### src/rtl/rps_pkg.sv
`timescale 1ns/1ps
package rps_pkg;

   // Order used for one word; captured when the word is accepted.
   typedef enum logic {
      ORD_POSITIONAL = 1'b0,
      ORD_TABLE      = 1'b1
   } ord_mode_t;

   // Width of an index into n items, never below one bit.
   function automatic int idx_w(input int n);
      return (n > 1) ? $clog2(n) : 1;
   endfunction

endpackage

### src/rtl/rps_ctrl.sv
`timescale 1ns/1ps
// Shared slot sequencer: all lanes walk the same slot in lockstep.
module rps_ctrl
   import rps_pkg::*;
#(
   parameter int N  = 32,
   parameter int IW = 5
) (
   input  logic          clk,
   input  logic          rst_n,
   input  logic          in_valid,
   input  ord_mode_t     mode_in,
   output logic          in_ready,
   output logic          load,
   output logic          busy,
   output logic [IW-1:0] slot,
   output ord_mode_t     word_mode,
   output logic          start
);

   localparam logic [IW-1:0] LAST_SLOT = IW'(N - 1);

   logic          busy_q;
   logic [IW-1:0] slot_q;
   ord_mode_t     mode_q;
   logic          at_last;

   assign at_last  = (slot_q == LAST_SLOT);
   assign in_ready = !busy_q || at_last;
   assign load     = in_valid && in_ready;

   always_ff @(posedge clk or negedge rst_n) begin
      if (!rst_n) begin
         busy_q <= 1'b0;
         slot_q <= '0;
         mode_q <= ORD_POSITIONAL;
      end else if (load) begin
         busy_q <= 1'b1;
         slot_q <= '0;
         mode_q <= mode_in;
      end else if (busy_q) begin
         if (at_last) begin
            busy_q <= 1'b0;
            slot_q <= '0;
         end else begin
            slot_q <= slot_q + 1'b1;
         end
      end
   end

   assign busy      = busy_q;
   assign slot      = slot_q;
   assign word_mode = mode_q;
   assign start     = busy_q && (slot_q == '0);

endmodule

### src/rtl/rps_perm_table.sv
`timescale 1ns/1ps
// Per-lane slot-to-bit lookup. Variant chosen at elaboration.
module rps_perm_table #(
   parameter int N         = 32,
   parameter int IW        = 5,
   parameter bit USE_TABLE = 1'b1
) (
   input  logic          clk,
   input  logic          rst_n,
   input  logic          we,
   input  logic [IW-1:0] wslot,
   input  logic [IW-1:0] wpos,
   input  logic [IW-1:0] rslot,
   output logic [IW-1:0] rpos
);

   generate
      if (USE_TABLE) begin : g_store
         logic [IW-1:0] ent_q [N];

         always_ff @(posedge clk or negedge rst_n) begin
            if (!rst_n) begin
               for (int i = 0; i < N; i++) ent_q[i] <= IW'(i);
            end else if (we) begin
               ent_q[wslot] <= wpos;
            end
         end

         assign rpos = ent_q[rslot];
      end else begin : g_fixed
         logic unused_bits;
         assign unused_bits = ^{clk, rst_n, we, wslot, wpos};
         assign rpos        = rslot;
      end
   endgenerate

endmodule

### src/rtl/rps_lane.sv
`timescale 1ns/1ps
// One serial lane: word hold register, bit select, wire hold, toggle counter.
module rps_lane
   import rps_pkg::*;
#(
   parameter int N         = 32,
   parameter int IW        = 5,
   parameter int CNT_W     = 32,
   parameter bit USE_TABLE = 1'b1
) (
   input  logic             clk,
   input  logic             rst_n,
   input  logic             load,
   input  logic [N-1:0]     slice_in,
   input  logic             busy,
   input  logic [IW-1:0]    slot,
   input  ord_mode_t        word_mode,
   input  logic             tbl_we,
   input  logic [IW-1:0]    tbl_slot,
   input  logic [IW-1:0]    tbl_pos,
   input  logic             cnt_clr,
   output logic             ser_bit,
   output logic [CNT_W-1:0] tcount
);

   localparam logic [CNT_W-1:0] CNT_MAX = {CNT_W{1'b1}};

   logic [N-1:0]     hold_q;
   logic [IW-1:0]    tbl_rd;
   logic [IW-1:0]    pick;
   logic             cur_bit;
   logic             wire_q;
   logic             flip;
   logic [CNT_W-1:0] cnt_q;

   rps_perm_table #(
      .N         (N),
      .IW        (IW),
      .USE_TABLE (USE_TABLE)
   ) i_table (
      .clk   (clk),
      .rst_n (rst_n),
      .we    (tbl_we),
      .wslot (tbl_slot),
      .wpos  (tbl_pos),
      .rslot (slot),
      .rpos  (tbl_rd)
   );

   always_ff @(posedge clk or negedge rst_n) begin
      if (!rst_n)    hold_q <= '0;
      else if (load) hold_q <= slice_in;
   end

   assign pick    = (word_mode == ORD_TABLE) ? tbl_rd : slot;
   assign cur_bit = hold_q[pick];

   // Last value driven on the wire; only moves while a word is out.
   always_ff @(posedge clk or negedge rst_n) begin
      if (!rst_n)    wire_q <= 1'b0;
      else if (busy) wire_q <= cur_bit;
   end

   assign ser_bit = busy ? cur_bit : wire_q;
   assign flip    = busy && (cur_bit != wire_q);

   always_ff @(posedge clk or negedge rst_n) begin
      if (!rst_n)                        cnt_q <= '0;
      else if (cnt_clr)                  cnt_q <= '0;
      else if (flip && cnt_q != CNT_MAX) cnt_q <= cnt_q + 1'b1;
   end

   assign tcount = cnt_q;

endmodule

### src/rtl/rps_link_tx.sv
`timescale 1ns/1ps
// Top: parallel word in, NS permuted serial lanes out.
module rps_link_tx
   import rps_pkg::*;
#(
   parameter int NP        = 64,
   parameter int NS        = 2,
   parameter int CNT_W     = 32,
   parameter bit USE_TABLE = 1'b1,
   localparam int N        = NP / NS,
   localparam int IW       = idx_w(N),
   localparam int LW       = idx_w(NS)
) (
   input  logic                clk,
   input  logic                rst_n,
   input  logic                in_valid,
   output logic                in_ready,
   input  logic [NP-1:0]       in_word,
   input  logic                mode_perm,
   input  logic                cfg_we,
   input  logic [LW-1:0]       cfg_lane,
   input  logic [IW-1:0]       cfg_slot,
   input  logic [IW-1:0]       cfg_pos,
   output logic                cfg_err,
   input  logic                cnt_clr,
   output logic [NS-1:0]       ser_out,
   output logic                ser_start,
   output logic [NS*CNT_W-1:0] toggle_cnt
);

   // Elaboration-time parameter checks.
   generate
      if (NP % NS != 0) begin : g_bad_split
         $error("NP must be a multiple of NS");
      end
      if (N < 2) begin : g_bad_n
         $error("each lane needs at least two bits");
      end
      if ((1 << IW) != N) begin : g_bad_pow
         $error("lane width must be a power of two");
      end
      if (CNT_W < 1) begin : g_bad_cnt
         $error("counter width must be positive");
      end
   endgenerate

   ord_mode_t     mode_in;
   ord_mode_t     word_mode;
   logic          load;
   logic          busy;
   logic [IW-1:0] slot;
   logic          cfg_ok;
   logic          cfg_err_q;

   assign mode_in = mode_perm ? ORD_TABLE : ORD_POSITIONAL;

   rps_ctrl #(
      .N  (N),
      .IW (IW)
   ) i_ctrl (
      .clk       (clk),
      .rst_n     (rst_n),
      .in_valid  (in_valid),
      .mode_in   (mode_in),
      .in_ready  (in_ready),
      .load      (load),
      .busy      (busy),
      .slot      (slot),
      .word_mode (word_mode),
      .start     (ser_start)
   );

   // Table writes land only while no word is on the wires.
   assign cfg_ok = cfg_we && !busy;

   always_ff @(posedge clk or negedge rst_n) begin
      if (!rst_n) cfg_err_q <= 1'b0;
      else        cfg_err_q <= cfg_we && busy;
   end
   assign cfg_err = cfg_err_q;

   generate
      for (genvar l = 0; l < NS; l++) begin : g_lane
         logic lane_we;
         assign lane_we = cfg_ok && (cfg_lane == LW'(l));

         rps_lane #(
            .N         (N),
            .IW        (IW),
            .CNT_W     (CNT_W),
            .USE_TABLE (USE_TABLE)
         ) i_lane (
            .clk       (clk),
            .rst_n     (rst_n),
            .load      (load),
            .slice_in  (in_word[l*N +: N]),
            .busy      (busy),
            .slot      (slot),
            .word_mode (word_mode),
            .tbl_we    (lane_we),
            .tbl_slot  (cfg_slot),
            .tbl_pos   (cfg_pos),
            .cnt_clr   (cnt_clr),
            .ser_bit   (ser_out[l]),
            .tcount    (toggle_cnt[l*CNT_W +: CNT_W])
         );
      end
   endgenerate

endmodule

### config.mk
export PLATFORM = sky130hd
export DESIGN_NAME = rps_link_tx
export DESIGN_NICKNAME = d
export VERILOG_FILES = /design/src/rtl/rps_pkg.sv /design/src/rtl/rps_ctrl.sv /design/src/rtl/rps_perm_table.sv /design/src/rtl/rps_lane.sv /design/src/rtl/rps_link_tx.sv
export SDC_FILE = /design/constraint.sdc
export NUM_CORES = 1
export LEC_CHECK = 0
export ABC_AREA = 1
export CAP_MARGIN = 20
export CELL_PAD_IN_SITES_DETAIL_PLACEMENT = 0
export CELL_PAD_IN_SITES_GLOBAL_PLACEMENT = 1
export CORE_MARGIN = 2
export CORE_UTILIZATION = 49
export CTS_CLUSTER_DIAMETER = 30
export DETAILED_ROUTE_END_ITERATION = 6
export PLACE_DENSITY_LB_ADDON = 0.15
export SYNTH_ARGS = -nofsm -noshare
export SYNTH_HDL_FRONTEND = slang
export SYNTH_SLANG_ARGS = --single-unit
### constraint.sdc
create_clock -name clk -period 7.7 [get_ports clk]
set_input_delay 1.155 -clock clk [delete_from_list [all_inputs] [get_ports clk]]
set_output_delay 1.155 -clock clk [all_outputs]
set_load 0.02 [all_outputs]
After elaboration in Yosys (flattened, before gate mapping)
Cells that the tools add are included.

operators by class
  add/sub/neg operators = 3
  magnitude comparators = 5
  equal/unequal tests = 5
  multiplexer cells = 29
  bitwise gates (word level) = 3
  reduce and logical (&&, ||, !) cells = 17

operators by type and width
  operator                                                               number
  160-bit bitwise mux                                                    2
  32-bit 2-to-1 mux                                                      4
  32-bit by 1-bit adder with 32-bit output (second input constant)       2
  32-bit != test (second input constant)                                 2
  5-bit binary-select mux with 5-bit select                              2
  5-bit 2-to-1 mux                                                       10
  5-bit demux with 5-bit select                                          1
  6-bit >= comparator (second input constant)                            2
  5-bit by 6-bit < comparator with 1-bit output (second input constant)  2
  5-bit inverter with 6-bit output                                       2
  1-bit logical AND                                                      11
  1-bit binary-select mux with 5-bit select                              2
  1-bit 2-to-1 mux                                                       8
  6-bit by 1-bit < comparator with 1-bit output (second input constant)  1
  2-bit nonzero test                                                     3
  5-bit by 1-bit adder with 5-bit output (second input constant)         1
  5-bit == test (second input constant)                                  1
  5-bit zero test                                                        1
  1-bit != test                                                          2
  1-bit zero test                                                        1
  1-bit logical OR                                                       1
  1-bit inverter                                                         1

word-level totals
  flip-flop bits (word level) = 458
  input bits = 81

Logic depth before layout (Yosys ltp)
Gate-level depths: netlist of run 1.

  depth after elaboration = 12
  depth in mapped cells = 24

Hierarchy
Synthesis of run 1 repeated with hierarchy kept, for this count alone.

unflattened totals
  cell total of the unflattened synthesis = 2891
  area total of the unflattened synthesis = 23247.3 um2

modules (own cells, without submodules)
  module          instances  cells each  area each (um2)  seq. area each (um2)
  rps_perm_table  2          936         7572.3           4103.9
  rps_lane        2          482         3832.4           1626.6
  rps_ctrl        1          47          386.6            175.2
  rps_link_tx     1          8           51.3             25.0

Worst setup path before layout of run 1
No wires, ideal clock.

  path kind = register to output
  start = register i_ctrl.slot_q[0], in the netlist i_ctrl.slot[0]
  end = output ser_out[0]
  arrival time = 2185 ps
  data required time = 6545 ps
  slack = 4360 ps
  cell stages (with the launch flop) = 18
  buffers on the path = 5
  path through = dfrtp_1 > buf_6 > buf_6 > buf_6 > buf_4 > or2_0 > o211ai_1 > o311ai_1 > nand4_1 > nand3_1 > nand2_1 > clkinv_1 > nand3_1 > nand3_1 > nand2_1 > nand2_1 > o21ai_0 > buf_4

between the ends
  word-level cells in the longest chain between the ends = 8

ends and longest elaborated chain
  what                                                    line                  source
  start: declaration                                      rps_ctrl.sv:24        logic [IW-1:0] slot_q;
  start signal: assignment                                rps_ctrl.sv:46        slot_q <= slot_q + 1'b1;
  5-bit inverter with 6-bit output (not written as such)  rps_perm_table.sv:29  assign rpos = ent_q[rslot];
  5-bit binary-select mux with 5-bit select               rps_perm_table.sv:29
  5-bit 2-to-1 mux (not written as such) (2 in a row)     rps_perm_table.sv:29
  5-bit 2-to-1 mux *                                      rps_lane.sv:55        assign pick = (word_mode == ORD_TABLE) ? tbl_rd : slot;
  1-bit binary-select mux with 5-bit select *             rps_lane.sv:56        assign cur_bit = hold_q[pick];
  1-bit 2-to-1 mux (not written as such) *                rps_lane.sv:56
  1-bit 2-to-1 mux *                                      n/a
  end: declaration                                        rps_link_tx.sv:26     output logic [NS-1:0] ser_out,

Mark *: on every way between the ends. The rest lies on a longest branch, timed or not. The select of a mux whose other input is x is not followed.

Worst setup path after layout of run 1
  start = register i_ctrl.slot_q[0], in the netlist i_ctrl.slot[0]
  end = output ser_out[1]

The elaborated chain is that of the path after synthesis.

==> results.yml, run 1 <==
floorplanning:
  die_h_um: 219
  start_util: 0.498
  die_x_um: 219
  fp-row-count: 78
  coreArea_mm2: 0.0456
  die_area_mm2: 0.0480
  pin_count: 150
finish:
  nNetsFinal: 2989
  fillers: 3996
  layoutNonFillerInstCount: 3595
  layout_common_cells: "941 x nand2_1, 336 x o21ai_0, 306 x nand3_1, 296 x dfrtp_1, 160 x dfstp_2"
  final_common_cell: "nand2_1"
  drive_gt1_frac: 0.159
  area_growth_pct: 23.8
  n_antenna_cell: 0
place:
  dp_hpwl_mm: 41.6
  dp.cells: 3394
  portBuffers: 149
  place.gp.congestion: 0.875
clock_network:
  clk_path_buf_depth: 3
  clk-insertion-delay-late_ns: 0.65
  cts_hold_buf: 0
  numCtsBuffers: 106
  cts_resized: 0
  cts_tree: "yes"
  post_cts_buffers: 0
  root_buffer: "clkbuf_16"
  clock_sinks: 458
  clk_pin_slew_worst_paths_ns: 0.05
  cts.htree.levels: 3
run:
  max_cap_violations: 0
grt:
  grt_pass1_wl_mm: 108
  grt_overflow: 0
  track_usage: 0.286
  grt_max_degree: 168
  antenna_found_initial: 0
  grt_pass1_vias: 19400
route:
  drt_iter0_markers: 1860
  drc_errors: 0
  avgViaCountPerCell: 5.56
  wirelength_mm: 67.6
  dr.pass1.iters: 5
  routedWlPerCell_um: 18.8
  postRouteAntennaNets: 0
  vias: 20000
logic_synthesis:
  async_reset_ff_frac: 1.00
  synth_edf_count: 0
  synth_area_leaders: "dfrtp_1 33%, dfstp_2 19%, nand2_1 16%"
  synth_cell_types: 52
  synth_seq_cells: 458
  avgSynthCellArea_um2: 8.20
  yosysSeqAreaShare: 0.514
  syn_nets: 2852
  yosys_most_used_dff: "dfrtp_1"
  synth_warnings: 0
  synth_area_leader_cell: "dfrtp_1"
  syn_inst: 2766
  synth_area_mm2: 0.0227
  netlist.area_leader.share: 0.329
pwr:
  power.density_mw_per_mm2: 384
  p_sw_frac: 0.373
  ir_drop_v: 0.000307
  p_sw_mw: 4.02
  p_comb_frac: 0.299
  clockPowerShare: 0.430
  internal_power_mw: 6.76
  power_frac_seq: 0.271
  power_leakage_nw: 11.7
worst_setup_path:
  critPathKind: "flip-flop to primary output"
  path_cells: "inv_4 -> buf_12 -> nand2_1 -> nand2_1 -> nand2_1 -> a21oi_1 -> nor2_1 -> nand2_1 -> nand3_2 -> nand2_2 -> nand2_1 -> nand3_1 -> nand3_1 -> nand3_1 -> nand3b_1 -> nand2_1 -> nand2_1 -> o21ai_0 -> clkdlybuf4s50_1"
  crit_top_cell: "nand2_1"
  worstPathMaxFanout: 79
  start_kind: "flip-flop"
  cp-end-kind: "primary output"
  slowest_stage: "dfrtp_4"
  slowest_delay_ns: 0.68
  worst_ep_required_time_ns: 6.55
  arrival_ns: 5.15
  crit_family: "simple AND/OR/NAND/NOR gates"
  path_buf_inv: 3
timing:
  max-slew-margin-rel: 0.269
  fin_crit_ns: 6.31
  setup-tns-final_ns: 0
  rsz0062_at_grt: "false"
  setup_viol: 0
  worst_slew_pin_slew_ns: 1.10
  fmax_mhz: 158
  fin_hold_ws_ns: 0.482
  min_period_over_period: 0.819
  finalHoldViolations: 0
  slew_violations: 0
  clock-skew-final_ns: 0.0252
status:
  status: "finished, final reports clean"
worst_hold_path:
  min_path_type: "flip-flop to flip-flop"
[layout make-up]
type	instances	area (µm²)	area share
Sequential cell	458	11700	0.416
Multi-Input combinational cell	2058	9790	0.349
Clock buffer	139	2930	0.104
Timing Repair Buffer	174	1730	0.0616
Clock inverter	61	815	0.0290
Tap cell	600	751	0.0267
Inverter	105	397	0.0141
[Yosys cell counts (all sizes together) (9+ instances only)]
cell type	number
xor2	25
dfrtp	298
buf	78
nand3	311
nor3	33
clkbuf	67
a22oi	16
o21ai	339
nor2	153
mux2	64
clkinv	9
nand2	949
a32o	10
a21oi	84
inv	96
dfstp	160
nand4	16
[per-layer routing]
metal	track usage	wire, µm	vias to the layer above
met3	0.0531	4150	129
met5	0	0	-
li1	-	-	9498
met1	0.404	30200	9739
met4	0.0973	1830	0
met2	0.444	31400	620
[cells by family (layout without fill, tap and decap cells)]
| kind of cell | count (synthesis) | count (layout) | synth area share |
|---|---|---|---|
| and+or+nand+nor | 1477 | 1477 | 0.271 |
| buffers and inverters | 250 | 479 | 0.0542 |
| DFF | 458 | 458 | 0.514 |
| muxes | 64 | 64 | 0.0318 |
| xor gates and xnor gates | 33 | 33 | 0.0127 |
| adders and majority gates | 5 | 5 | 0.00276 |
| AOI/OAI and AO/OA | 479 | 479 | 0.113 |
[tightest hold or removal path: cells and delay by family, from the launching register on]
kind,cells,cell delay [ns]
compound gates,1,0.06
flops,1,0.34
simple gates,1,0.05
[metrics by stage]
step                 util  power (mW)  area, µm²  setup slack [ns]
floorplan               -        5.34      22700              4.36
global placement    0.533        6.11      24300              2.19
detailed placement  0.533        6.15      24300              2.09
CTS                 0.616        10.8      28100              1.40
global route        0.616        11.3      28100              1.01
finish              0.616        10.8      28100              1.39
[flip-flops by register name, indices dropped and copies added, names as in the netlist]
| name | flops |
|---|---|
| cfg_err | 1 |
| g_lane.i_lane.hold_q | 64 |
| g_lane.i_lane.i_table.g_store.ent_q | 320 |
| g_lane.i_lane.tcount | 64 |
| g_lane.i_lane.wire_q | 2 |
| i_ctrl.busy | 1 |
| i_ctrl.slot | 5 |
| i_ctrl.word_mode | 1 |
[power groups by stage]
stage	Sequential (mW)	Clock (mW)	Combinational, mW
after floorplan	2.81	0	2.53
after global placement	2.95	0	3.17
after detailed placement	2.95	0	3.20
after CTS	2.92	4.68	3.22
after global routing	2.95	4.81	3.54
final	2.92	4.63	3.22
[final timing paths]
path | depth (start not counted) | slack [ns] | end | startpoint
setup / recovery | 19 | 1.39 | ser_out[1] | i_ctrl.slot[0]
setup reg to reg | 20 | 2.26 | g_lane[0].i_lane.tcount[16] | i_ctrl.slot[0]
min in group asynchronous | 1 | 0.61 | g_lane[1].i_lane.i_table.g_store.ent_q[27] | rst_n
hold reg to reg | 2 | 0.48 | g_lane[1].i_lane.i_table.g_store.ent_q[119] | g_lane[1].i_lane.i_table.g_store.ent_q[119]
hold / removal | 2 | 0.48 | g_lane[1].i_lane.i_table.g_store.ent_q[119] | g_lane[1].i_lane.i_table.g_store.ent_q[119]
max in group asynchronous | 2 | 5.50 | g_lane[1].i_lane.hold_q[6] | rst_n
No activity file was read; power rests on OpenSTA's default activity.
==> run 2, diff against run 1 <==
--- a/config.mk
+++ b/config.mk
@@ -10,7 +10,7 @@
 export CELL_PAD_IN_SITES_DETAIL_PLACEMENT = 0
 export CELL_PAD_IN_SITES_GLOBAL_PLACEMENT = 1
 export CORE_MARGIN = 2
-export CORE_UTILIZATION = 49
+export CORE_UTILIZATION = 41
 export CTS_CLUSTER_DIAMETER = 30
 export DETAILED_ROUTE_END_ITERATION = 6
 export PLACE_DENSITY_LB_ADDON = 0.15
==> constraint.sdc (replaced) <==
create_clock -name clk -period 5.35 [get_ports clk]
set_input_delay 0.8025 -clock clk [delete_from_list [all_inputs] [get_ports clk]]
set_output_delay 0.8025 -clock clk [all_outputs]
set_load 0.02 [all_outputs]
==> results.yml, run 2 (synthesis gave the netlist of run 1 again) <==
route:
  wirelength_mm: 71.4
  routedWlPerCell_um: 19.2
  drt_iter0_markers: 1572
  vias: 19900
  dr.pass1.iters: 5
  postRouteAntennaNets: 0
  drc_errors: 0
  avgViaCountPerCell: 5.34
timing:
  slew_violations: 0
  rsz0062_at_grt: "false"
  max-slew-margin-rel: 0.394
  fmax_mhz: 208
  setup_ws_ns: 0.551
  fin_crit_ns: 4.80
  worst_slew_pin_slew_ns: 0.909
  setup_viol: 0
  min_period_over_period: 0.897
  setup-tns-final_ns: 0
  clock-skew-final_ns: 0.0279
  finalHoldViolations: 0
floorplanning:
  die_h_um: 239
  fp-row-count: 86
  die_x_um: 239
  coreArea_mm2: 0.0549
  die_area_mm2: 0.0572
  pin_count: 150
  start_util: 0.413
pwr:
  power_leakage_nw: 12.0
  ir_drop_v: 0.000522
  power.density_mw_per_mm2: 569
finish:
  layoutNonFillerInstCount: 3725
  layout_common_cells: "941 x nand2_1, 336 x o21ai_0, 306 x nand3_1, 296 x dfrtp_1, 160 x dfstp_2"
  top_register: "g_lane.i_lane.i_table.g_store.ent_q"
  drive_gt1_frac: 0.168
  largest_reg_flops: 320
  utilization: 0.525
  n_antenna_cell: 0
  area_growth_pct: 27.0
  nNetsFinal: 3007
  final_common_cell: "nand2_1"
  fillers: 5151
clock_network:
  numCtsBuffers: 115
  root_buffer: "clkbuf_16"
  clk-insertion-delay-late_ns: 0.67
  clk_pin_slew_worst_paths_ns: 0.05
  post_cts_buffers: 0
  cts_hold_buf: 0
  clock_sinks: 458
  clk_path_buf_depth: 3
  cts.htree.levels: 3
  cts_tree: "yes"
grt:
  track_usage: 0.250
  grt_overflow: 0
  grt_pass1_wl_mm: 112
  grt_pass1_vias: 19400
  antenna_found_initial: 0
  grt_max_degree: 141
place:
  dpl_worst_slack_ns: 0.633
  place.gp.congestion: 0.857
  dp.cells: 3507
  dp_hpwl_mm: 44.6
  portBuffers: 149
worst_setup_path:
  worstRegToRegCells: 20
  r2r_slack_ns: 1.39
  worst_ep_required_time_ns: 4.55
  worstPathMaxFanout: 36
  start_kind: "flip-flop"
  critPathKind: "flip-flop to primary output"
  rr_endpoint: "g_lane[1].i_lane.tcount[13]"
  arrival_ns: 4.00
  cp-end-kind: "primary output"
  reg2reg_from: "i_ctrl.slot[0]"
run:
  max_cap_violations: 0
status:
  status: "finished, final reports clean"
worst_hold_path:
  min_path_type: "primary input to asynchronous set/reset pin"
-- run 2: cell count changes in the layout (fill, tap and decap cells not counted), moves of 3 or more --
| cell | before | now |
|---|---|---|
| clkinv_2 | 13 | 26 |
| clkbuf_16 | 106 | 116 |
| inv_6 | 12 | 2 |
| clkbuf_8 | 15 | 22 |
| clkbuf_1 | 18 | 12 |
| buf_12 | 4 | 8 |
| bufinv_16 | 13 | 17 |
| clkinvlp_4 | 9 | 13 |
| clkinv_4 | 9 | 6 |
-- run 2: worst max-delay path by stage --
stage | start | to | slack, ns | cells past startpoint
after global placement | i_ctrl.slot[0] | ser_out[0] | 0.69 | 18
after floorplan | i_ctrl.slot[0] | ser_out[0] | 2.36 | 17
after detailed placement | i_ctrl.slot[0] | ser_out[0] | 0.63 | 19
after global routing | i_ctrl.slot[0] | ser_out[0] | 0.31 | 18
after CTS | i_ctrl.slot[0] | ser_out[0] | 0.005 | 18
final | i_ctrl.slot[0] | ser_out[0] | 0.55 | 18
-- run 2: stage by stage --
stage          instance area [µm²]  hold WS, ns  power (mW)
6_report                     28800       0.0992        16.4
5_1_grt                      28800        0.119        17.2
4_1_cts                      28800        0.104        16.4
3_5_place_dp                 24600        0.467        9.07
3_3_place_gp                 24600        0.462        9.02
2_1_floorplan                22700        0.446        7.69
-- run 2: metal layers --
layer / track usage / up-vias / routed length, µm / share of wire
li1: - / 9557 / - / -
met1: 0.354 / 9680 / 33100 / 0.46
met2: 0.385 / 515 / 32500 / 0.46
met3: 0.0390 / 143 / 3440 / 0.048
met4: 0.0966 / 0 / 2260 / 0.032
met5: 0 / - / 0 / 0
-- run 2: critical path, cell delays in order (launching register included) --
cell and delay (ns):
dfrtp_4 0.62, buf_6 0.33, nand2_1 0.09, nand2_1 0.07
a21oi_1 0.04, o21ai_0 0.28, o21ai_0 0.15, nand2_1 0.14
nand2_1 0.13, nand3_1 0.13, nand2_1 0.20, inv_1 0.18
nand3_1 0.09, nand3_1 0.08, nand3_1 0.11, nand2_1 0.14
nand2_1 0.06, o21ai_0 0.19, dlymetal6s2s_1 0.30
-- run 2: layout make-up --
cell class,instances,area [µm²],area share
sequential,458,11700,0.405
multi-input combinational,2058,9830,0.341
clock buffer,149,3230,0.112
timing repair buffer,183,1890,0.0657
clock inverter,68,910,0.0316
tap,704,881,0.0306
inverter,105,403,0.0140
-- run 2: what timing repair did --
| item | in CTS | in global routing |
|---|---|---|
| cloned | 0 | 1 |
| gates resized for setup | 5 | 5 |
| endpoints found under the setup margin | 2 | 2 |
-- run 2: power by group --
group	leakage (nW)	switching (mW)	internal (mW)	total, mW
clock	2.01	2.24	5.05	7.29
sequential	5.68	0.323	3.84	4.16
combinational	4.35	3.39	1.54	4.93
==> run 3, diff against run 2 <==
--- a/config.mk
+++ b/config.mk
@@ -13,7 +13,8 @@
 export CORE_UTILIZATION = 41
 export CTS_CLUSTER_DIAMETER = 30
 export DETAILED_ROUTE_END_ITERATION = 6
-export PLACE_DENSITY_LB_ADDON = 0.15
+export PLACE_DENSITY = 0.8
 export SYNTH_ARGS = -nofsm -noshare
 export SYNTH_HDL_FRONTEND = slang
 export SYNTH_SLANG_ARGS = --single-unit
+export TNS_END_PERCENT = 5
==> results.yml, run 3 (synthesis gave the netlist of run 1 again) <==
route:
  top_layer: "met5"
  postRouteAntennaNets: 0
  drc_errors: 0
  dr.pass1.iters: 6
  met2_length_mm: 32.0
  drt_iter0_markers: 1636
  wl_met3_mm: 4.08
  vias: 20000
  wl_met1_mm: 30.0
  avgViaCountPerCell: 5.37
  wirelength_mm: 68.0
  routedWlPerCell_um: 18.3
grt:
  grt_pass1_wl_mm: 109
  antenna_found_initial: 1
  track_usage: 0.239
  grt_overflow: 0
  grt_max_degree: 117
  grt_pass1_vias: 19600
floorplanning:
  start_util: 0.413
  coreArea_mm2: 0.0549
  fp-row-count: 86
  die_x_um: 239
  pin_count: 150
  die_area_mm2: 0.0572
  die_h_um: 239
timing:
  finalHoldViolations: 0
  clock-skew-final_ns: 0.0390
  rsz0062_at_grt: "false"
  setup-tns-final_ns: 0
  fmax_mhz: 201
  fin_crit_ns: 4.98
  max-slew-margin-rel: 0.380
  setup_viol: 0
  worst_slew_pin_slew_ns: 0.931
  min_period_over_period: 0.930
  slew_violations: 0
worst_setup_path:
  reg2reg_from: "i_ctrl.slot[0]"
  worst_ep_required_time_ns: 4.55
  worstPathMaxFanout: 30
  path_buf_inv: 4
  r2r_slack_ns: 1.09
  critPathKind: "flip-flop to primary output"
  worstRegToRegCells: 22
  path_cells: "inv_6 -> buf_12 -> buf_4 -> nand2_1 -> nand3_1 -> nand3_1 -> nand2_1 -> nor2_1 -> nand2_1 -> nand3_4 -> nand2_4 -> nand2_1 -> nand3_1 -> nand3_1 -> nand3_1 -> nand3b_1 -> nand2_1 -> nand2_1 -> o21ai_0 -> clkdlybuf4s50_1"
  crit_top_cell: "nand2_1"
  start_kind: "flip-flop"
  slowest_stage: "clkdlybuf4s50_1"
  crit_family: "simple AND/OR/NAND/NOR gates"
  cp-end-kind: "primary output"
  arrival_ns: 4.17
  rr_endpoint: "g_lane[0].i_lane.tcount[23]"
  slowest_delay_ns: 0.67
finish:
  n_antenna_cell: 0
  fillers: 5129
  nNetsFinal: 3006
  drive_gt1_frac: 0.169
  largest_reg_flops: 320
  layoutNonFillerInstCount: 3722
  top_register: "g_lane.i_lane.i_table.g_store.ent_q"
  layout_common_cells: "941 x nand2_1, 336 x o21ai_0, 306 x nand3_1, 296 x dfrtp_1, 160 x dfstp_2"
  utilization: 0.524
  area_growth_pct: 26.8
  final_common_cell: "nand2_1"
clock_network:
  clk_pin_slew_worst_paths_ns: 0.05
  clock_sinks: 458
  root_buffer: "clkbuf_16"
  clk-insertion-delay-late_ns: 0.66
  cts_hold_buf: 0
  numCtsBuffers: 110
  cts_tree: "yes"
  clk_path_buf_depth: 3
  cts.htree.levels: 3
  post_cts_buffers: 0
place:
  portBuffers: 149
  place.gp.congestion: 0.851
  dp_hpwl_mm: 43.2
  dp.cells: 3511
run:
  max_cap_violations: 0
status:
  status: "finished, final reports clean"
pwr:
  ir_drop_v: 0.000471
  power.density_mw_per_mm2: 563
  power_leakage_nw: 12.0
  total_power_mw: 16.2
worst_hold_path:
  min_path_type: "primary input to asynchronous set/reset pin"
-- run 3: timing repair --
action / CTS / global route
resized for setup: 1 / 5
endpoints found under the setup margin: 1 / 2
pin swaps: 0 / 1
-- run 3: power by group --
group          switching, mW  internal [mW]
clock                   2.23           4.95
combinational           3.32           1.53
sequential             0.314           3.84
-- run 3: through the flow --
step | worst slack, ns | hold WS, ns | instance area (µm²)
3_3_place_gp | 0.736 | 0.458 | 24600
4_1_cts | 0.0719 | 0.279 | 28700
3_5_place_dp | 0.678 | 0.473 | 24600
5_1_grt | 0.0383 | 0.307 | 28700
2_1_floorplan | 2.36 | 0.446 | 22700
6_report | 0.375 | 0.261 | 28700
-- run 3: metal layers --
metal,vias to the layer above,GRT usage
met5,-,0
met4,2,0.0894
met3,138,0.0460
met2,615,0.377
met1,9698,0.327
li1,9548,-
-- run 3: final cells by class --
type	instances	area, µm²	area share
Sequential cell	458	11700	0.406
Multi-Input combinational cell	2058	9810	0.341
Clock buffer	129	2960	0.103
Timing Repair Buffer	187	1910	0.0664
Clock inverter	81	1120	0.0389
Tap cell	704	881	0.0306
Inverter	105	400	0.0139
-- run 3: how the worst max path moves through the flow --
stage              startpoint         end  cells after the start  slack [ns]
2_1_floorplan  i_ctrl.slot[0]  ser_out[0]                     17        2.36
3_3_place_gp   i_ctrl.slot[0]  ser_out[0]                     19        0.74
3_5_place_dp   i_ctrl.slot[0]  ser_out[0]                     19        0.68
4_1_cts        i_ctrl.slot[0]  ser_out[0]                     19        0.07
5_1_grt        i_ctrl.slot[0]  ser_out[1]                     19        0.04
6_report       i_ctrl.slot[0]  ser_out[1]                     20        0.37
